$ cat src/rtl/acc_pkg.sv
package acc_pkg;
  localparam int OP_W = 3;

  localparam logic [OP_W-1:0] OP_LDA = 3'd0;
  localparam logic [OP_W-1:0] OP_ADD = 3'd1;
  localparam logic [OP_W-1:0] OP_STA = 3'd2;
  localparam logic [OP_W-1:0] OP_ION = 3'd4;

  typedef enum logic [3:0] {
    ST_FETCH_A, ST_FETCH_R, ST_FETCH_C, ST_DECODE,
    ST_IND_R, ST_IND_C, ST_IND_M,
    ST_EXEC_R, ST_EXEC_C, ST_EXEC_ALU,
    ST_STORE_M, ST_STORE_W,
    ST_INT_M, ST_INT_W
  } seq_state_e;

  localparam int STAT_Z  = 0;
  localparam int STAT_S  = 1;
  localparam int STAT_C  = 2;
  localparam int STAT_V  = 3;
  localparam int STAT_IE = 4;
  localparam int STAT_W  = 5;
endpackage

$ cat src/rtl/acc_alu.sv
module acc_alu #(
  parameter int W = 16
) (
  input  logic [W-1:0] a_i,
  input  logic [W-1:0] b_i,
  output logic [W-1:0] sum_o,
  output logic         carry_o,
  output logic         ovf_o,
  output logic         sign_o,
  output logic         zero_o
);
  always_comb begin
    {carry_o, sum_o} = {1'b0, a_i} + {1'b0, b_i};
    ovf_o  = (a_i[W-1] == b_i[W-1]) && (sum_o[W-1] != a_i[W-1]);
    sign_o = sum_o[W-1];
    zero_o = (sum_o == '0);
  end
endmodule

$ cat src/rtl/acc_seq_fsm.sv
module acc_seq_fsm
  import acc_pkg::*;
(
  input  logic            clk_i,
  input  logic            rst_ni,
  input  logic [OP_W-1:0] op_i,
  input  logic            ind_i,
  input  logic            irq_take_i,
  output seq_state_e      state_o
);
  seq_state_e state_q, state_d;
  logic       mem_op, is_store;

  assign mem_op   = (op_i == OP_LDA) || (op_i == OP_ADD) || (op_i == OP_STA);
  assign is_store = (op_i == OP_STA);

  always_comb begin
    state_d = state_q;
    unique case (state_q)
      ST_FETCH_A:  state_d = ST_FETCH_R;
      ST_FETCH_R:  state_d = ST_FETCH_C;
      ST_FETCH_C:  state_d = ST_DECODE;
      ST_DECODE: begin
        if (mem_op) begin
          if (ind_i)         state_d = ST_IND_R;
          else if (is_store) state_d = ST_STORE_M;
          else               state_d = ST_EXEC_R;
        end else begin
          // trivial execute ends here
          state_d = irq_take_i ? ST_INT_M : ST_FETCH_A;
        end
      end
      ST_IND_R:    state_d = ST_IND_C;
      ST_IND_C:    state_d = ST_IND_M;
      ST_IND_M:    state_d = is_store ? ST_STORE_M : ST_EXEC_R;
      ST_EXEC_R:   state_d = ST_EXEC_C;
      ST_EXEC_C:   state_d = ST_EXEC_ALU;
      ST_EXEC_ALU: state_d = irq_take_i ? ST_INT_M : ST_FETCH_A;
      ST_STORE_M:  state_d = ST_STORE_W;
      ST_STORE_W:  state_d = irq_take_i ? ST_INT_M : ST_FETCH_A;
      ST_INT_M:    state_d = ST_INT_W;
      ST_INT_W:    state_d = ST_FETCH_A;
      default:     state_d = ST_FETCH_A;
    endcase
  end

  always_ff @(posedge clk_i or negedge rst_ni) begin
    if (!rst_ni) state_q <= ST_FETCH_A;
    else         state_q <= state_d;
  end

  assign state_o = state_q;
endmodule

$ cat src/rtl/acc_cpu_seq.sv
module acc_cpu_seq
  import acc_pkg::*;
#(
  parameter int          ADDR_W       = 12,
  parameter int          DATA_W       = 16,
  parameter logic [11:0] HANDLER_ADDR = 12'h100,
  parameter logic [11:0] SAVE_ADDR    = 12'h0FF
) (
  input  logic              clk_i,
  input  logic              rst_ni,
  input  logic              irq_i,
  output logic [ADDR_W-1:0] mem_addr_o,
  output logic [DATA_W-1:0] mem_wdata_o,
  input  logic [DATA_W-1:0] mem_rdata_i,
  output logic              mem_rd_o,
  output logic              mem_wr_o,
  output logic [DATA_W-1:0] acc_o,
  output logic [ADDR_W-1:0] pc_o,
  output logic [STAT_W-1:0] status_o
);
  localparam int OP_LSB  = DATA_W - OP_W;
  localparam int IND_BIT = OP_LSB - 1;
  localparam int PAD_W   = DATA_W - ADDR_W;

  logic [ADDR_W-1:0] pc_q, mar_q;
  logic [DATA_W-1:0] mbr_q, ir_q, acc_q;
  logic [3:0]        flags_q;
  logic              ie_q;
  seq_state_e        state;

  logic [DATA_W-1:0] dec_word;
  logic [OP_W-1:0]   op;
  logic              ind, irq_take;
  logic [DATA_W-1:0] sum;
  logic              c_add, v_add, s_add, z_add;

  // in decode the word is still in the buffer register
  assign dec_word = (state == ST_DECODE) ? mbr_q : ir_q;
  assign op       = dec_word[DATA_W-1:OP_LSB];
  assign ind      = dec_word[IND_BIT];
  assign irq_take = irq_i && ie_q;

  acc_seq_fsm u_fsm (
    .clk_i      (clk_i),
    .rst_ni     (rst_ni),
    .op_i       (op),
    .ind_i      (ind),
    .irq_take_i (irq_take),
    .state_o    (state)
  );

  acc_alu #(.W(DATA_W)) u_alu (
    .a_i     (acc_q),
    .b_i     (mbr_q),
    .sum_o   (sum),
    .carry_o (c_add),
    .ovf_o   (v_add),
    .sign_o  (s_add),
    .zero_o  (z_add)
  );

  always_ff @(posedge clk_i or negedge rst_ni) begin
    if (!rst_ni) begin
      pc_q    <= '0;
      mar_q   <= '0;
      mbr_q   <= '0;
      ir_q    <= '0;
      acc_q   <= '0;
      flags_q <= '0;
      ie_q    <= 1'b0;
    end else begin
      unique case (state)
        ST_FETCH_A: mar_q <= pc_q;
        ST_FETCH_R: pc_q  <= pc_q + 1'b1;
        ST_FETCH_C, ST_IND_C, ST_EXEC_C: mbr_q <= mem_rdata_i;
        ST_DECODE: begin
          ir_q  <= mbr_q;
          mar_q <= mbr_q[ADDR_W-1:0];
          if (op == OP_ION) ie_q <= 1'b1;
        end
        ST_IND_M: mar_q <= mbr_q[ADDR_W-1:0];
        ST_EXEC_ALU: begin
          if (op == OP_LDA) acc_q <= mbr_q;
          else if (op == OP_ADD) begin
            acc_q   <= sum;
            flags_q <= {v_add, c_add, s_add, z_add};
          end
        end
        ST_STORE_M: mbr_q <= acc_q;
        ST_INT_M: begin
          mbr_q <= {{PAD_W{1'b0}}, pc_q};
          mar_q <= SAVE_ADDR[ADDR_W-1:0];
        end
        ST_INT_W: begin
          pc_q <= HANDLER_ADDR[ADDR_W-1:0];
          ie_q <= 1'b0;
        end
        default: ;
      endcase
    end
  end

  assign mem_addr_o  = mar_q;
  assign mem_wdata_o = mbr_q;
  assign mem_rd_o    = (state == ST_FETCH_R) || (state == ST_IND_R) || (state == ST_EXEC_R);
  assign mem_wr_o    = (state == ST_STORE_W) || (state == ST_INT_W);
  assign acc_o       = acc_q;
  assign pc_o        = pc_q;
  assign status_o    = {ie_q, flags_q};
endmodule

$ cat config.mk
export PLATFORM = sky130hd
export DESIGN_NAME = acc_cpu_seq
export DESIGN_NICKNAME = d
export VERILOG_FILES = /design/src/rtl/acc_pkg.sv /design/src/rtl/acc_alu.sv /design/src/rtl/acc_seq_fsm.sv /design/src/rtl/acc_cpu_seq.sv
export SDC_FILE = /design/constraint.sdc
export NUM_CORES = 1
export LEC_CHECK = 0
export ABC_AREA = 1
export BUFFER_PORTS_ARGS = -buffer_cell sky130_fd_sc_hd__buf_2
export CORE_MARGIN = 8
export CORE_UTILIZATION = 50
export DETAILED_ROUTE_END_ITERATION = 10
export HOLD_SLACK_MARGIN = 0.08
export PLACE_DENSITY_LB_ADDON = 0.25
export REMOVE_ABC_BUFFERS = 1
export SKIP_CTS_REPAIR_TIMING = 1
export SLEW_MARGIN = 30
export SYNTH_ARGS = -nofsm -noshare
export SYNTH_HDL_FRONTEND = slang
export SYNTH_SLANG_ARGS = --single-unit
$ cat constraint.sdc
create_clock -name clk_i -period 5.55 [get_ports clk_i]
set_clock_uncertainty 0.1 [all_clocks]
set_input_delay 0.555 -clock clk_i [delete_from_list [all_inputs] [get_ports clk_i]]
set_output_delay 0.555 -clock clk_i [all_outputs]
set_load 0.01 [all_outputs]
==> results.md <==
* H-tree Lvls at 3
* Die height at 113 microns
* Reg2Reg Depth at 14
* Total Neg Setup Slack at 0 ps
* Port Buf Inserts at 81
* Fillers at 829
* Initial Utilization at 51.0%
* Avg Cell Area, Syn at 7.38 sq um
* Area fraction in and, or, nand and nor cells after synthesis at 28.9%
* PwrDens at 692 mW/mm^2
* Synth Area in Compound Gates at 18.4%
* CP Max Fanout at 9
* Hold WS at 220 ps
* Commonest cells in the netlist: nand2_1, inv_1, nor2_1
* Mux share of post-synthesis cell area at 0%
* Synth Flop Type: dfrtp_1
* GPL Wtd Cong at 0.956
* Clock sinks at 69
* Status: completed
* Peak VDD IR at 0.000387 V
* Tcrit/Tclk final at 50.0%
* RSZ-0062 raised after global routing: false
* WS Path Type: reg2out
* Maxcap violations at 0
* Remaining global-route overflow at 0
* Reg2reg setup slack at 3150 ps
* Post-route ant nets at 0
* Relative slew slack at 56.1%
* Post-synthesis sequential area ratio at 37.0%
* Layout cells sized above 1 at 20.3%
* Final Non-Filler Cells at 825
* Setup WS pre-CTS at 3190 ps
* Layout area overhead at 13.8%
* Worst-path clk slew at 70 ps
* HP Class: in2async
* DR vias at 4559
* Lkg Pwr at 2.78 nW
* Design area at 0.00531 sq mm
* TritonCTS clock tree: built
* Row cnt at 35
* Seq cells post-synth at 69
* Worst-margin pin slew at 658 ps
* Vias in the first global route at 4570
* Post-synthesis adder-cell area fraction at 4.99%
* Power Total at 3.68 mW
* CTS root buffer: clkbuf_8
* Worst setup SP type: register
* Placed insts at 809
* # diodes at 0
* First-pass GRT wire length at 22500 microns
* Post-Syn Instances at 632
* Dominant cells by area after synthesis: dfrtp_1, nand2_1, inv_1, nor2_1, a21oi_1
* Worst r2r src: mem_wdata_o[0]
* CP endpoint kind: primary output
* Endpoints failing setup at 0
* CTS buffer count at 9
* Die width at 113 microns
* Cell Area, Placed at 0.00510 sq mm
* Util after Layout at 58.0%
* Post-synth top area cell: dfrtp_1
* Die area at 0.0127 sq mm
* Worst EP required at 4890 ps
* Final min period at 2780 ps
* Yosys cell types at 49
* Async set or reset register ratio after synthesis at 100%
* Via-per-instance ratio at 5.53
* Fin. max-slew vios at 0
* Post-synth EDFFs at 0
* Syn. warnings at 0
* Worst reg2reg path endpoint: flags_q[0]
* Total Wirelength at 13300 microns
* Largest family of logic cells by synthesized area: simple AND/OR/NAND/NOR gates
* Synth top area share at 37.0%
* Maximum clock frequency at 360 MHz
* DR iter-0 viols at 305
* Synthesized area at 0.00467 sq mm
* DPL Wire Length at 10400 microns
* Placeable core region at 0.00915 sq mm
* Max clock buf depth at 2
* Initial antenna violation count at 0
* DRC at 0
* Worst Setup Slack, final at 2770 ps
* Avg WL per Cell at 16.1 microns
* Largest net degree at the start of global routing at 70
* Final hold vios at 0
* Most common cell in the synthesized netlist: nand2_1
* 1st-pass router iterations at 5
* IO Pins at 82
* Post-Synth XOR/XNOR Area at 0.751%
* WP data arrival at 2120 ps
* Clk Latency, worst-skew pair at 350 ps
* Final nets at 746
* Tot GR Track Use at 21.7%
## cells by family (layout without fill, tap and decap cells)
family,count (synthesis),after routing
DFF,69,69
buffers and inverters,107,189
adders and majority gates,18,18
and+or+nand+nor,296,296
AOI/OAI and AO/OA,138,138
xor gates and xnor gates,4,4
## where the power goes
| group | switching (mW) | total, mW | internal (mW) | leakage (nW) |
|---|---|---|---|---|
| Clock | 0.194 | 0.446 | 0.251 | 0.107 |
| Sequential | 0.251 | 0.962 | 0.712 | 0.855 |
| Combinational | 1.48 | 2.27 | 0.792 | 1.82 |
| Total | 1.92 | 3.68 | 1.76 | 2.78 |
## how the worst max path moves through the flow
stage,from,endpoint,slack (ps),cells past startpoint
2_1_floorplan,mem_wdata_o[0],flags_q[0],3510,15
3_3_place_gp,u_fsm.state_o[0],mem_wr_o,3170,7
3_5_place_dp,u_fsm.state_o[0],mem_wr_o,3190,7
4_1_cts,u_fsm.state_o[0],mem_wr_o,2780,7
5_1_grt,u_fsm.state_o[0],mem_wr_o,2600,7
6_report,u_fsm.state_o[0],mem_wr_o,2770,7
## sequential cells by signal (all words and copies together) (netlist names)
| signal | count |
|---|---|
| acc_o | 16 |
| flags_q | 4 |
| ie_q | 1 |
| ir_q | 4 |
| mem_addr_o | 12 |
| mem_wdata_o | 16 |
| pc_o | 12 |
| u_fsm.state_o | 4 |
## placed cells by master, fill, tap and decap left out, types with 6 or more instances in the layout
cell      synthesis  final
dfrtp_1          69     69
nand2_1         145    145
o221ai_1          7      7
o21ai_0          34     34
ha_1             17     17
o22ai_1          12     12
inv_2             6      6
buf_2             8     81
nand3_1          37     37
o21ai_1          10     10
a31oi_1           6      6
clkbuf_8          0      9
inv_1            83     83
nor2_1           72     71
a21oi_1          49     49
nand2_2           8      8
## metal layers
layer  track usage (%)  routed length (microns)
met4              5.94                      216
met1              27.1                     5560
met2              36.6                     6530
met3              4.83                     1020
met5                 0                        0
## worst max-delay path, stage by stage (launching register included)
cell and delay (ps):
dfrtp_1 450, inv_1 80, nor2_1 170, inv_1 100
nor2_1 400, inv_1 280, o21ai_0 140, buf_2 160
## layout make-up
| class | instances | area (sq um) | share of cell area, % |
|---|---|---|---|
| clock buffers | 11 | 131 | 2.47 |
| clock inverters | 5 | 75.1 | 1.41 |
| inverters | 91 | 345 | 6.50 |
| multi-input cells | 456 | 2480 | 46.7 |
| flip-flops and latches | 69 | 1730 | 32.5 |
| well taps | 111 | 139 | 2.61 |
| repair buffers | 82 | 417 | 7.84 |
No activity file was read; power rests on OpenSTA's default activity.
